<file path="src/rtl/stallgo_pkg.sv">
package stallgo_pkg;
  typedef enum logic [1:0] {
    LS_GO   = 2'b00,
    LS_SENT = 2'b01,
    LS_STOP = 2'b10
  } link_state_e;
endpackage

</file>
<file path="src/rtl/stallgo_slot_ctr.sv">
module stallgo_slot_ctr #(
  parameter int DEPTH = 8,
  localparam int CNT_W = $clog2(DEPTH + 1)
) (
  input  logic             clk_i,
  input  logic             rst_ni,
  input  logic             launch_i,
  input  logic             pop_i,
  output logic [CNT_W-1:0] free_q_o,
  output logic [CNT_W-1:0] free_d_o
);
  localparam logic [CNT_W-1:0] FULL_FREE = CNT_W'(DEPTH);

  logic [CNT_W-1:0] free_q;
  logic             pop_eff;

  // a pop on an already-empty FIFO is meaningless and dropped
  assign pop_eff = pop_i && (free_q != FULL_FREE);

  always_comb begin
    free_d_o = free_q;
    unique case ({launch_i, pop_eff})
      2'b10:   free_d_o = free_q - 1'b1;
      2'b01:   free_d_o = free_q + 1'b1;
      default: free_d_o = free_q;
    endcase
  end

  always_ff @(posedge clk_i) begin
    if (!rst_ni) free_q <= FULL_FREE;
    else         free_q <= free_d_o;
  end

  assign free_q_o = free_q;
endmodule

</file>
<file path="src/rtl/stallgo_status_fsm.sv">
module stallgo_status_fsm
  import stallgo_pkg::*;
#(
  parameter int DEPTH = 8,
  localparam int CNT_W = $clog2(DEPTH + 1)
) (
  input  logic             clk_i,
  input  logic             rst_ni,
  input  logic [CNT_W-1:0] free_d_i,
  output link_state_e      state_q_o,
  output link_state_e      state_d_o
);
  link_state_e state_q;
  logic        room_many, room_one;

  assign room_many = free_d_i >= CNT_W'(2);
  assign room_one  = free_d_i == CNT_W'(1);

  always_comb begin
    state_d_o = state_q;
    unique case (state_q)
      LS_GO, LS_SENT: begin
        if (room_many)     state_d_o = LS_GO;
        else if (room_one) state_d_o = LS_SENT;
        else               state_d_o = LS_STOP;
      end
      LS_STOP: begin
        // only a return to full Go is allowed
        if (room_many) state_d_o = LS_GO;
        else           state_d_o = LS_STOP;
      end
      default: state_d_o = LS_STOP;
    endcase
  end

  always_ff @(posedge clk_i) begin
    if (!rst_ni) state_q <= LS_GO;
    else         state_q <= state_d_o;
  end

  assign state_q_o = state_q;
endmodule

</file>
<file path="src/rtl/stallgo_send_gate.sv">
module stallgo_send_gate
  import stallgo_pkg::*;
(
  input  logic        clk_i,
  input  logic        rst_ni,
  input  logic        valid_i,
  input  link_state_e state_q_i,
  input  link_state_e state_d_i,
  output logic        ready_o,
  output logic        launch_o,
  output logic        low_prio_o
);
  logic hold_q, low_q;
  logic sent_shot, enter_stop;

  assign ready_o    = (state_q_i == LS_GO) || ((state_q_i == LS_SENT) && !hold_q);
  assign launch_o   = valid_i && ready_o;
  assign sent_shot  = launch_o && (state_q_i == LS_SENT);
  assign enter_stop = (state_d_i == LS_STOP) && (state_q_i != LS_STOP);

  always_ff @(posedge clk_i) begin
    if (!rst_ni) begin
      hold_q <= 1'b0;
      low_q  <= 1'b0;
    end else begin
      hold_q <= (state_d_i == LS_SENT) && (hold_q || sent_shot);
      if (enter_stop)    low_q <= 1'b1;
      else if (launch_o) low_q <= 1'b0;
    end
  end

  assign low_prio_o = low_q;
endmodule

</file>
<file path="src/rtl/stallgo_link.sv">
module stallgo_link
  import stallgo_pkg::*;
#(
  parameter int DEPTH  = 8,
  parameter int FLIT_W = 20,
  localparam int CNT_W = $clog2(DEPTH + 1)
) (
  input  logic              clk_i,
  input  logic              rst_ni,
  input  logic              in_valid_i,
  output logic              in_ready_o,
  input  logic [FLIT_W-1:0] in_data_i,
  output logic              out_valid_o,
  output logic [FLIT_W-1:0] out_data_o,
  input  logic              pop_i,
  output logic [1:0]        link_state_o,
  output logic              low_prio_o
);
  logic [CNT_W-1:0] free_cnt, free_nxt;
  link_state_e      state_q, state_d;
  logic             launch;

  stallgo_slot_ctr #(.DEPTH(DEPTH)) ctr_i (
    .clk_i    (clk_i),
    .rst_ni   (rst_ni),
    .launch_i (launch),
    .pop_i    (pop_i),
    .free_q_o (free_cnt),
    .free_d_o (free_nxt)
  );

  stallgo_status_fsm #(.DEPTH(DEPTH)) fsm_i (
    .clk_i     (clk_i),
    .rst_ni    (rst_ni),
    .free_d_i  (free_nxt),
    .state_q_o (state_q),
    .state_d_o (state_d)
  );

  stallgo_send_gate gate_i (
    .clk_i      (clk_i),
    .rst_ni     (rst_ni),
    .valid_i    (in_valid_i),
    .state_q_i  (state_q),
    .state_d_i  (state_d),
    .ready_o    (in_ready_o),
    .launch_o   (launch),
    .low_prio_o (low_prio_o)
  );

  assign out_valid_o  = launch;
  assign out_data_o   = in_data_i;
  assign link_state_o = state_q;
endmodule

</file>
<file path="config.mk">
export PLATFORM = sky130hd
export DESIGN_NAME = stallgo_link
export DESIGN_NICKNAME = d
export VERILOG_FILES = /design/src/rtl/stallgo_pkg.sv /design/src/rtl/stallgo_slot_ctr.sv /design/src/rtl/stallgo_status_fsm.sv /design/src/rtl/stallgo_send_gate.sv /design/src/rtl/stallgo_link.sv
export SDC_FILE = /design/constraint.sdc
export NUM_CORES = 1
export LEC_CHECK = 0
export ABC_AREA = 1
export ABC_CLOCK_PERIOD_IN_PS = 2400
export BUFFER_PORTS_ARGS = -buffer_cell sky130_fd_sc_hd__buf_4
export CORE_MARGIN = 3
export CORE_UTILIZATION = 38
export DETAILED_ROUTE_END_ITERATION = 10
export PLACE_DENSITY = 0.79
export REMOVE_ABC_BUFFERS = 1
export SYNTH_ARGS = -nofsm -noshare
export SYNTH_HDL_FRONTEND = slang
export SYNTH_SLANG_ARGS = --single-unit
</file>
<file path="constraint.sdc">
create_clock -name clk_i -period 2.4 [get_ports clk_i]
set_input_delay 0.24 -clock clk_i [delete_from_list [all_inputs] [get_ports clk_i]]
set_output_delay 0.24 -clock clk_i [all_outputs]
set_load 0.05 [all_outputs]
</file>
==> results <==
- After detailed placement, the total cell area comes to 541.8 sq um.
- The TritonCTS clock tree is yes.
- The reg-to-reg critical path endpoint is gate_i.low_prio_o.
- The area of the placeable core is 1399 sq um.
- For the pin with the worst max-slew slack, the measured transition is 0.3004 ns.
- The global-route met2 utilization is 16.48%.
- The worst setup path is captured at a flip-flop.
- The wire length after detailed routing is 1344 um.
- Summed over all cells, the static leakage comes to 0.3053 nW.
- The sequential fraction of design power is 24.8%.
- For this run, the share of the core covered by cells in the final layout is 40.34%.
- Of the cells placed in the final design, the portion with a size suffix greater than 1 is 20.78%.
- Post-CTS repair changed the size of 0 cells.
- The relative slew slack is 79.83%.
- The via count of the first global-routing pass was 448.
- The number of buffers inserted to repair setup after CTS is 0.
- During synthesis, Yosys emitted a total of 0 warnings.
- Setup repair after global routing left no endpoint under its margin.
- The worst path needs 2.135 ns of the cycle, external delays included.
- Before CTS, the worst setup slack after placement is 0.2722 ns.
- The number of standard cells in the layout, taps in and fillers out is 92.
- Max-cap violations in this run came to 0.
- The die area is 2131 sq um.
- The via density per instance is 5.076.
- Along the worst hold path, the cell count comes to 2.
- Fill cells in the final layout number 149.
- Compared with the post-synthesis result, the final layout area differs by -7.959%.
- The worst setup path startpoint is fsm_i.state_q_o[0].
- The congestion estimate from routability-driven global placement came to 0.8187.
- The CTS sink count is 8.
- The terminating pin of the worst hold path is ctr_i.free_q_o[3].
- The number of I/O port buffers is 8.
- Summed over all nets, the half-perimeter wirelength after detailed placement is 1096 um.
- Summing every instance area after synthesis gives 613.1 sq um.
- The critical path in this run is classified as reg2reg.
- The smallest setup slack after layout is 0.2646 ns.
- For the worst flop-to-flop path, the logic depth is 11.
- In this run the number of H-tree levels came out at 1.
- Derived from the worst setup path, the maximum achievable clock frequency is 468.3 MHz.
- The number of I/O pins is 49.
- After technology mapping, the gate count stands at 86.
- The worst hold path belongs to the class in2reg.
- The peak supply drop is 0.0008042 V.
- The total CTS buffers is 3.
- Summing the sequential cell areas from Yosys gives 26.12% of the chip area.
- Data arrives at the worst endpoint at 2.33 ns.
- Row generation in the floorplan step produced 13 rows.
- The number of placed instances with taps included is 89.
- The layout net count is 107.
- The clock latency at the later pin of the worst-skew pair is 0.25 ns.
- Summed over all layers, the global routing overflow is 0.
- The power dissipated by switching net loads is 495.5 uW.
- The final clock period utilization by the worst path is 88.97%.
- For this design the ratio of total power to cell area is 1723 nW/um^2.
- The synthesized design contains 8 register bits.
- The switching fraction of total power is 50.95%.
- For flop-to-flop paths, the worst setup slack is 0.26 ns.
- In this run the critical register-to-register path is launched from fsm_i.state_q_o[0].
- The first global-routing pass estimated 2090 um of wire.
- The initial antenna violation count is 0.
- In this run the most critical hold path is launched from rst_ni.
- The number of DRC markers after the initial detailed-route iteration is 6.
- Of the total power, the clock network draws 10.2%.
- For this run, design rule violations remaining after detail routing come to 0.
- The required time at the endpoint of the critical path is 2.60 ns.
- The first-pass iteration count of the detailed router is 4.
- In this run the remaining antenna-violating nets after routing total 0.
- The die outline width is 46.17 um.
- met1 is the most crowded layer.
- The total internal power is 477.0 uW.
- Across all layers, the routed design uses 467 vias.
- The starting density of the core is 43.83%.
- The number of hold violations in the final report is 0.
- Counting along the longest clock path gives a buffer depth of 2.
- The largest clock skew in the final design is 0.006709 ns.
- The clock edge transition at the registers on the reported setup and hold paths is 0.06 ns.
- The design area is 564.3 sq um.
- After detailed routing, the average wire length per cell comes to 14.61 um.
- The number of buffers inserted for hold repair after clock tree synthesis is 0.
- The number of endpoints failing setup at the final stage is 0.
- The total count of max-transition violations in the final report is 0.
- The flow ran to the end, and the final reports show no timing, DRC or antenna violations.
- Global routing used 14.59% of the available tracks across all layers.
- For this run, global-route usage on met3 was measured as 9.375%.
- In this run the clock root is driven by a sky130_fd_sc_hd__clkbuf_4.
- Per report_power, the combinational group accounts for 65.0% of the total.
- The repair_antennas step left the layout with diodes totalling 0.
- Summed over all failing endpoints, the final setup total negative slack is 0 ns.
- A synthesized cell averages 7.129 sq um.
- Entering global routing, the biggest net connects 7 pins.
- STA classifies the critical path startpoint as a flip-flop.
- The met1 routing resource usage after global routing is 20.47%.
- The y dimension of the die is 46.17 um.
- The count of different cell masters after synthesis is 17.
- The peak fanout along the critical path is 5.
-- metrics by stage --
stage                     power [mW]  hold WS, ns
after floorplan               0.7419       0.3255
after global placement        0.8555       0.4686
after detailed placement      0.8781       0.4734
after CTS                     0.9809       0.2308
after global routing           1.088       0.2350
final                         0.9725       0.2331
-- metal layers --
layer / share of wire (%) / wire length (um)
met5: 0 / 0
met4: 1.3 / 17
met3: 14 / 188
met2: 38 / 517
met1: 46 / 621
-- worst max-delay path: stages (launching register included) --
cell,delay [ns]
sky130_fd_sc_hd__dfxtp_1,0.34
sky130_fd_sc_hd__a21oi_1,0.20
sky130_fd_sc_hd__nand2_1,0.13
sky130_fd_sc_hd__ha_1,0.22
sky130_fd_sc_hd__inv_1,0.13
sky130_fd_sc_hd__fa_1,0.44
sky130_fd_sc_hd__o21a_1,0.20
sky130_fd_sc_hd__nor2_2,0.12
sky130_fd_sc_hd__nand3_2,0.11
sky130_fd_sc_hd__nand2_1,0.07
sky130_fd_sc_hd__nand3_1,0.06
sky130_fd_sc_hd__nand2_1,0.05
-- power by group through the flow --
stage / Clock [mW] / Sequential (mW) / Combinational [mW]
2_1_floorplan: 0 / 0.292 / 0.449
3_3_place_gp: 0 / 0.241 / 0.614
3_5_place_dp: 0 / 0.244 / 0.634
4_1_cts: 0.102 / 0.241 / 0.638
5_1_grt: 0.109 / 0.249 / 0.730
6_report: 0.0996 / 0.241 / 0.632
-- layout make-up --
| cell class | instances | area, sq um | share of cell area [%] |
|---|---|---|---|
| Multi-Input combinational cell | 45 | 254.0 | 45.01 |
| Clock buffer | 3 | 22.52 | 3.991 |
| Sequential cell | 8 | 160.2 | 28.38 |
| Tap cell | 15 | 18.77 | 3.326 |
| Timing Repair Buffer | 8 | 60.06 | 10.64 |
| Inverter | 13 | 48.80 | 8.647 |
-- cells in the final DEF, fill, tap and decap left out --
master / count
sky130_fd_sc_hd__nand3_2: 1
sky130_fd_sc_hd__nor2_2: 1
sky130_fd_sc_hd__nand2_1: 17
sky130_fd_sc_hd__nor3_1: 2
sky130_fd_sc_hd__or2_2: 1
sky130_fd_sc_hd__a21boi_0: 1
sky130_fd_sc_hd__dfxtp_1: 8
sky130_fd_sc_hd__fa_1: 1
sky130_fd_sc_hd__nand3_1: 8
sky130_fd_sc_hd__xnor2_1: 1
sky130_fd_sc_hd__clkbuf_4: 3
sky130_fd_sc_hd__a21oi_1: 5
sky130_fd_sc_hd__inv_2: 2
sky130_fd_sc_hd__o21a_1: 1
sky130_fd_sc_hd__nor2_1: 3
sky130_fd_sc_hd__buf_4: 8
sky130_fd_sc_hd__ha_1: 3
sky130_fd_sc_hd__inv_1: 11
-- logic make-up (layout without fill, tap and decap cells) --
kind of cell,Yosys count,after routing,synth area share (%)
XOR/XNOR,1,1,1.429
AO/OA/AOI/OAI,7,7,6.531
adder cells (fa/ha/maj),4,4,9.389
AND/OR/NAND/NOR,33,33,24.08
flip-flops,8,8,26.12
buffers and inverters,33,24,32.45
-- cell usage after synthesis --
master,instances,area share (%)
sky130_fd_sc_hd__nand3_2,1,1.6
sky130_fd_sc_hd__ha_1,3,6.1
sky130_fd_sc_hd__fa_1,1,3.3
sky130_fd_sc_hd__or2_2,1,1.0
sky130_fd_sc_hd__inv_2,2,1.2
sky130_fd_sc_hd__nor2_1,3,1.8
sky130_fd_sc_hd__nor2_2,1,1.0
sky130_fd_sc_hd__o21a_1,1,1.2
sky130_fd_sc_hd__dfxtp_1,8,26
sky130_fd_sc_hd__nand2_1,17,10
sky130_fd_sc_hd__xnor2_1,1,1.4
sky130_fd_sc_hd__a21boi_0,1,1.2
sky130_fd_sc_hd__nand3_1,8,6.5
sky130_fd_sc_hd__buf_4,20,24
sky130_fd_sc_hd__nor3_1,2,1.6
sky130_fd_sc_hd__inv_1,11,6.7
sky130_fd_sc_hd__a21oi_1,5,4.1
-- registers in the layout, indices dropped and copies added (netlist names) --
| name | count |
|---|---|
| fsm_i.state_q_o | 2 |
| gate_i.hold_q | 1 |
| gate_i.low_prio_o | 1 |
| ctr_i.free_q_o | 4 |
-- worst max path at each step --
stage | slack, ns | cells after the start | endpoint
floorplan | -0.64 | 11 | gate_i.low_prio_o
global placement | 0.34 | 11 | gate_i.low_prio_o
detailed placement | 0.27 | 11 | gate_i.low_prio_o
CTS | 0.25 | 11 | gate_i.low_prio_o
global route | 0.005 | 13 | gate_i.low_prio_o
finish | 0.26 | 11 | gate_i.low_prio_o
No activity file was read; power rests on OpenSTA's default activity.
